--- config.mk ---
export PLATFORM = sky130hd
export DESIGN_NAME = freq_src_ctrl
export DESIGN_NICKNAME = d
export VERILOG_FILES = /design/src/rtl/freq_src_ctrl.sv
export SDC_FILE = /design/constraint.sdc
export NUM_CORES = 1
export LEC_CHECK = 0
export ABC_AREA = 1
export BUFFER_PORTS_ARGS = -buffer_cell sky130_fd_sc_hd__buf_2
export CAP_MARGIN = 20
export CORE_ASPECT_RATIO = 1.1
export CORE_MARGIN = 2
export CORE_UTILIZATION = 40
export CTS_CLUSTER_SIZE = 8
export DETAILED_ROUTE_END_ITERATION = 8
export PLACE_DENSITY = 0.72
export SYNTH_ARGS = -nofsm -noshare
export SYNTH_HDL_FRONTEND = slang
export SYNTH_SLANG_ARGS = --single-unit
--- constraint.sdc ---
create_clock -name clk -period 1.7 [get_ports clk]
set_input_delay 0.255 -clock clk [delete_from_list [all_inputs] [get_ports clk]]
set_output_delay 0.255 -clock clk [all_outputs]
set_load 0.05 [all_outputs]
--- src/rtl/freq_src_ctrl.sv ---
module freq_src_ctrl #(
  parameter int ADDR_W     = 5,
  parameter int DATA_W     = 8,
  parameter int CTL_ADDR   = 0,
  parameter int STRAP_ADDR = 1,
  parameter int N_ADDR     = 13,
  parameter int M_ADDR     = 14
) (
  input  logic                clk,
  input  logic                rst_n,
  input  logic                wr_en,
  input  logic [ADDR_W-1:0]   wr_addr,
  input  logic [DATA_W-1:0]   wr_data,
  input  logic [ADDR_W-1:0]   rd_addr,
  output logic [DATA_W-1:0]   rd_data,
  input  logic [4:0]          strap_code,
  input  logic                pwrgd_n,
  input  logic                recov_lock,
  input  logic                recov_sel,
  input  logic [DATA_W-1:0]   recov_n,
  input  logic [DATA_W-2:0]   recov_m,
  output logic [4:0]          ratio_code,
  output logic [DATA_W-1:0]   eff_n,
  output logic [DATA_W-2:0]   eff_m,
  output logic                prog_mode,
  output logic                freq_chg
);
  localparam int CODE_W = 5;
  localparam int N_W    = DATA_W;
  localparam int M_W    = DATA_W - 1;
  localparam logic [ADDR_W-1:0] A_CTL   = ADDR_W'(CTL_ADDR);
  localparam logic [ADDR_W-1:0] A_STRAP = ADDR_W'(STRAP_ADDR);
  localparam logic [ADDR_W-1:0] A_N     = ADDR_W'(N_ADDR);
  localparam logic [ADDR_W-1:0] A_M     = ADDR_W'(M_ADDR);

  logic [CODE_W-1:0] strap_q;
  logic [DATA_W-1:0] ctl_q;
  logic [N_W-1:0]    n_q;
  logic [DATA_W-1:0] m_q;
  logic [N_W-1:0]    pair_n_q;
  logic [M_W-1:0]    pair_m_q;

  wire [CODE_W-1:0] sel_code = {ctl_q[2], ctl_q[1], ctl_q[6], ctl_q[5], ctl_q[4]};
  wire              ovr      = ctl_q[3];
  wire              prog_en  = m_q[DATA_W-1];
  wire              wr_ctl   = wr_en && (wr_addr == A_CTL);
  wire              wr_n     = wr_en && (wr_addr == A_N) && !recov_lock;
  wire              wr_m     = wr_en && (wr_addr == A_M) && !recov_lock;
  wire [M_W-1:0]    new_m    = wr_data[M_W-1:0];
  wire              n_ok     = wr_data > {1'b0, m_q[M_W-1:0]};
  wire              m_ok     = n_q > {1'b0, new_m};

  // Strap capture while power-good is still deasserted
  always_ff @(posedge clk or negedge rst_n) begin
    if (!rst_n)        strap_q <= '0;
    else if (!pwrgd_n) strap_q <= strap_code;
  end

  // Control byte: spread bits always writable, frequency bits frozen by lock
  always_ff @(posedge clk or negedge rst_n) begin
    if (!rst_n) begin
      ctl_q <= '0;
    end else if (wr_ctl) begin
      ctl_q[DATA_W-1] <= wr_data[DATA_W-1];
      ctl_q[0]        <= wr_data[0];
      if (!recov_lock) ctl_q[DATA_W-2:1] <= wr_data[DATA_W-2:1];
    end
  end

  always_ff @(posedge clk or negedge rst_n) begin
    if (!rst_n) begin
      n_q      <= '0;
      m_q      <= '0;
      pair_n_q <= '0;
      pair_m_q <= '0;
    end else if (wr_n) begin
      n_q <= wr_data;
      if (n_ok) begin
        pair_n_q <= wr_data;
        pair_m_q <= m_q[M_W-1:0];
      end
    end else if (wr_m) begin
      m_q <= wr_data;
      if (m_ok) begin
        pair_n_q <= n_q;
        pair_m_q <= new_m;
      end
    end
  end

  logic [CODE_W-1:0] nxt_code;
  logic [N_W-1:0]    nxt_n;
  logic [M_W-1:0]    nxt_m;
  logic              nxt_prog;

  always_comb begin
    nxt_code = ((recov_lock && !recov_sel) || !ovr) ? strap_q : sel_code;
    nxt_prog = recov_lock ? recov_sel : prog_en;
    nxt_n    = (recov_lock && recov_sel) ? recov_n : pair_n_q;
    nxt_m    = (recov_lock && recov_sel) ? recov_m : pair_m_q;
  end

  wire differs = (nxt_code != ratio_code) || (nxt_n != eff_n) ||
                 (nxt_m != eff_m) || (nxt_prog != prog_mode);

  always_ff @(posedge clk or negedge rst_n) begin
    if (!rst_n) begin
      ratio_code <= '0;
      eff_n      <= '0;
      eff_m      <= '0;
      prog_mode  <= 1'b0;
      freq_chg   <= 1'b0;
    end else begin
      ratio_code <= nxt_code;
      eff_n      <= nxt_n;
      eff_m      <= nxt_m;
      prog_mode  <= nxt_prog;
      freq_chg   <= differs;
    end
  end

  always_comb begin
    case (rd_addr)
      A_CTL:   rd_data = ctl_q;
      A_STRAP: rd_data = {strap_q, {(DATA_W-CODE_W){1'b0}}};
      A_N:     rd_data = n_q;
      A_M:     rd_data = m_q;
      default: rd_data = '0;
    endcase
  end


  strap_hold_chk: assert property (@(posedge clk) disable iff (!rst_n)
    $past(pwrgd_n) |-> $stable(strap_q));


  pair_rule_chk: assert property (@(posedge clk) disable iff (!rst_n)
    (pair_n_q > {1'b0, pair_m_q}) || (pair_n_q == '0 && pair_m_q == '0));


  lock_freeze_chk: assert property (@(posedge clk) disable iff (!rst_n)
    $past(recov_lock) |-> ($stable(n_q) && $stable(m_q) && $stable(ctl_q[DATA_W-2:1])));


  pulse_cause_chk: assert property (@(posedge clk) disable iff (!rst_n)
    freq_chg |-> (ratio_code != $past(ratio_code) || eff_n != $past(eff_n) ||
                  eff_m != $past(eff_m) || prog_mode != $past(prog_mode)));


  quiet_stable_chk: assert property (@(posedge clk) disable iff (!rst_n)
    !freq_chg |-> ($stable(ratio_code) && $stable(eff_n) && $stable(eff_m) && $stable(prog_mode)));


  recov_prog_chk: assert property (@(posedge clk) disable iff (!rst_n)
    $past(recov_lock) |-> (prog_mode == $past(recov_sel)));
endmodule

### Yosys cells after proc, flatten, opt, wreduce, memory -nomap -nowiden

Index checks and enable logic that the tools add are counted.
W data, S select, Z words.

* order comparisons: 2
* eq/ne operators: 10
* muxes and demuxes: 13
* bitwise logic cells: 2
* reduce and logical (&&, ||, !) cells: 21

Operators with widths (count)
* $mux W8: 5
* $mux W7: 5
* $pmux W8 S4: 1
* $eq A5 B4 Y1 const B: 4
* $gt A8 B7 Y1: 2
* $logic_not A5 Y1: 2
* $ne A8 B8 Y1: 1
* $logic_and A1 B1 Y1: 7
* $ne A7 B7 Y1: 1
* $eq A5 B1 Y1 const B: 1
* $mux W5: 1
* $ne A5 B5 Y1: 1
* $logic_or A1 B1 Y1: 4
* $reduce_and A2 Y1: 2
* $reduce_bool A2 Y1: 2
* $logic_not A1 Y1: 3
* $reduce_and A3 Y1: 1
* $ne A2 B1 Y1 const B: 1
* $not A1 Y1: 2
* $mux W1: 1
* $ne A1 B1 Y1: 1

* register bits: 66
* output and inout port bits: 30

### Longest topological paths before layout

* depth after elaboration: 8
* mapped depth: 13

### Worst setup path before layout

Ideal clock, no wire load.

* path type: in2out
* from: in rd_addr[2]
* to: out rd_data[6]
* arrival time: 1.629 ns
* required time: 1.445 ns
* setup slack: -0.184 ns
* stages on the path: 4
* path buffers: 0
* cells stage by stage: nand2_1 nor2_1 nand3_1 o21ai_0

* word-level cells in the longest chain between the ends: 2
* elaborated cells between the ends (all ways): 5
* classes of those cells: eq/ne (3); mux (1); reduce/logical (1)

RTL lines
* start: declaration: line 14 `input logic [ADDR_W-1:0] rd_addr,`
* $eq A5 B4 Y1 (tied with other cells): line 123 `case (rd_addr)`
* $pmux W8 S4 (*): line 123
* end: declaration: line 15 `output logic [DATA_W-1:0] rd_data,`

Every way passes the cells marked *; elsewhere a longest branch is shown, timed or not.

### Final worst setup path

* from: reg n_q[6]
* to: reg pair_m_q[0]

* word-level cells in the longest chain between the ends: 3

RTL lines
* start: declaration: line 38 `logic [N_W-1:0] n_q;`
* start signal: assignment: line 77 `n_q <= wr_data;`
* $gt A8 B7 Y1: line 51 `wire m_ok = n_q > {1'b0, new_m};`
* $reduce_bool A2 Y1 (no source line)
* $reduce_and A3 Y1 (no source line)
* end signal: assignment: line 80 `pair_m_q <= m_q[M_W-1:0];`
* end signal: assignment: line 86 `pair_m_q <= new_m;`
* end: declaration: line 41 `logic [M_W-1:0] pair_m_q;`

No other way between the ends.
A chain may end at the register's enable or synchronous reset.

==> impl_metrics.toml <==
[outcome]
outcome = "finished clean"

[critical_path]
cp-start-kind = "register"
cpPeakStageDelay_ns = 0.39
critPathSlowestCell = "dfrtp_1"
end_kind = "register"
crit_required_ns = 1.94
crit_path_frequent_cell = "nand2_2"
reg2reg_depth = 10
crit_chain = "ha_1 -> inv_2 -> nor2_2 -> and3_4 -> nand2_2 -> nand2_2 -> nand2_4 -> clkbuf_16 -> nand3_2 -> nand2_1"
r2r_end = "pair_m_q[0]"
reg2reg_from = "n_q[6]"
cp_max_fo = 7
r2r_setup_slack_ns = 0.05
path_class = "reg -> reg"
worstPathArrival_ns = 1.89

[placed_design]
gp_congestion = 0.872
placed_cell_area_sq_um = 4420
io_buffers = 73
placed_cells = 713
dpl.hpwl_um = 7620
dp_worst_setup_slack_ns = 0.0222

[pwr]
vdd_ir_drop_max_mv = 0.359
power.leakage_nw = 2.68
pwr_density_cell_nw_per_um2 = 863

[final_layout]
final_nets = 672
syn2layout_area_growth_pct = 30.6
fin_cells = 734
multi_input_area_sq_um = 1960
layout-drive-gt1-share = 0.276
num_antenna_cells = 0
seqCellArea_sq_um = 1650
postLayoutCellArea_sq_um = 4890
fillers = 872
final_core_util = 0.530

[synth]
synth_largest_area_cell = "dfrtp_1"
synth_top_area_frac = 0.441
synth-seq-cells = 66
yosysWarnings = 0
syn_avg_cell_area_sq_um = 7.31
synth_fp_nets = 570
yosys-top-cells-area = "dfrtp_1, nand2_1, nand3_1, inv_1, ha_1"
seq_area_frac_synth = 0.441
syn-instance-count = 512
ys_types = 31
synth_area_sq_um = 3740

[clock_tree]
root_buffer = "clkbuf_8"
clk_pin_slew_ns = 0.07
clock_sinks = 66
worstSkewPairLatency_ns = 0.35
clock_path_buffers = 2
cts_tree = "built"
cts_made_buffers = 9
h-tree-depth = 3

[sta]
hold_slack_ns = 0.148
finClkSkew_ns = 0.00640
fin_crit_sh = 0.970
fin_crit_ns = 1.65
finalSetupViolCount = 0
grt_setup_unrepaired = "yes"
worst_slew_pin_slew_ns = 0.401
slew_viol_final = 0
fin_ws_ns = 0.0512
slew_headroom = 0.732
fmax_mhz = 606
hold_viol = 0

[min_path]
holdPathStages = 2
hold_end = "strap_q[0]"
hp-class = "in -> reg"
hold_path.startpoint = "strap_code[0]"

[global_route]
grt_pass1_wl_um = 16300
grt_antenna_before_repair = 0
grt.overflow.total = 0
grt_pass1_vias = 3552
grtUsageTotal = 0.208
grt_max_degree = 67

[detailed_routing]
route.detailed.drc = 0
drt_iter0_drc = 228
ant_nets = 0
vias = 3739
dr.pass1.iters = 5
wirelength_um = 10300
via_per_inst = 5.09
wl_per_cell_um = 14.0

[floorplan]
die-width_um = 96.2
num_rows = 37
die_h_um = 105
dieArea_sq_um = 10100
num_io_pins = 74
start_util = 0.406
core_sq_um = 9210

[flow_run]
drv_cap = 0
## flip-flops by register name, summed over array words and instances, names as in the netlist
signal      cells
eff_m           7
prog_mode       1
eff_n           8
pair_n_q        8
ctl_q           8
pair_m_q        7
strap_q         5
freq_chg        1
m_q             8
n_q             8
ratio_code      5
## layout by cell type (no fill, tap or decap), types with 9 or more instances in the layout
| cell type | instances |
|---|---|
| nand2_1 | 181 |
| buf_2 | 66 |
| dfrtp_1 | 65 |
| inv_1 | 60 |
| nand3_1 | 47 |
| buf_4 | 29 |
| nor2_1 | 27 |
| o21ai_0 | 21 |
| nand3_2 | 15 |
| o21ai_1 | 10 |
| clkbuf_8 | 10 |
| a21oi_1 | 9 |
| ha_1 | 9 |
## through the flow
stage          TNS (ns)  power, mW
2_1_floorplan         0       2.60
3_3_place_gp          0       2.95
3_5_place_dp          0       2.99
4_1_cts               0       4.13
5_1_grt          -0.344       4.46
6_report              0       4.22
## how the worst max path moves through the flow
stage | startpoint | endpoint | slack [ns] | cells past startpoint
2_1_floorplan | rd_addr[3] | rd_data[0] | 0.04 | 3
4_1_cts | rd_addr[3] | rd_data[6] | 0.02 | 9
3_5_place_dp | rd_addr[3] | rd_data[6] | 0.02 | 9
3_3_place_gp | rd_addr[1] | rd_data[6] | 0.05 | 7
6_report | n_q[6] | pair_m_q[0] | 0.05 | 10
5_1_grt | m_q[3] | pair_n_q[2] | -0.04 | 11
## routing by layer
layer | track usage | wire length, um
met5 | 0 | 0
met4 | 0.0745 | 211
met3 | 0.0343 | 490
met2 | 0.342 | 5310
met1 | 0.272 | 4290
## repair_timing
item / 4_1_cts / 5_1_grt
pin swaps: 0 / 20
endpoints found under the hold margin: 66 / 0
endpoints found under the setup margin: 1 / 22
setup buffers: 0 / 4
hold buffers: 1 / 0
gates cloned: 0 / 2
gates resized for setup: 1 / 51
## final cells by class
type,count,share of cell area
clock inverters,3,0.00358
repair buffers,107,0.148
clock buffers,11,0.0289
well taps,117,0.0300
flip-flops and latches,66,0.338
multi-input cells,364,0.400
inverters,66,0.0507
## cell usage after synthesis, drive strengths merged
cell type  count
or2            1
nand4          2
mux2           1
a21oi         12
o2111ai        4
clkbuf         5
inv           66
and2           1
o211ai         1
ha            14
nor3           3
o21bai         2
a21o           1
nor2          30
nand3         62
buf           11
o21ai         31
and3           1
dfrtp         66
o221ai         2
nand2        191
a31oi          1
nand3b         4
## logic make-up after synthesis
family                   Yosys count  share of synthesized area
AND/OR/NAND/NOR                  295                      0.335
AO/OA/AOI/OAI                     54                     0.0833
flip-flops                        66                      0.441
adder cells (fa/ha/maj)           14                     0.0468
buffers and inverters             82                     0.0903
multiplexers                       1                    0.00301
## report_power, final
group | leakage (nW) | switching (mW) | internal, mW | total (mW)
Sequential | 0.852 | 0.147 | 1.75 | 1.90
Combinational | 1.74 | 0.743 | 0.436 | 1.18
Clock | 0.0810 | 0.594 | 0.548 | 1.14
Total | 2.68 | 1.48 | 2.73 | 4.22
## worst max-delay path, delay by kind of cell, from the launching register on
kind          cells  cell delay, ns
buf+inv           2            0.21
fa+ha+maj         1            0.30
flops             1            0.39
simple gates      7            0.63
Note: power is estimated with default switching activity, not from simulation.
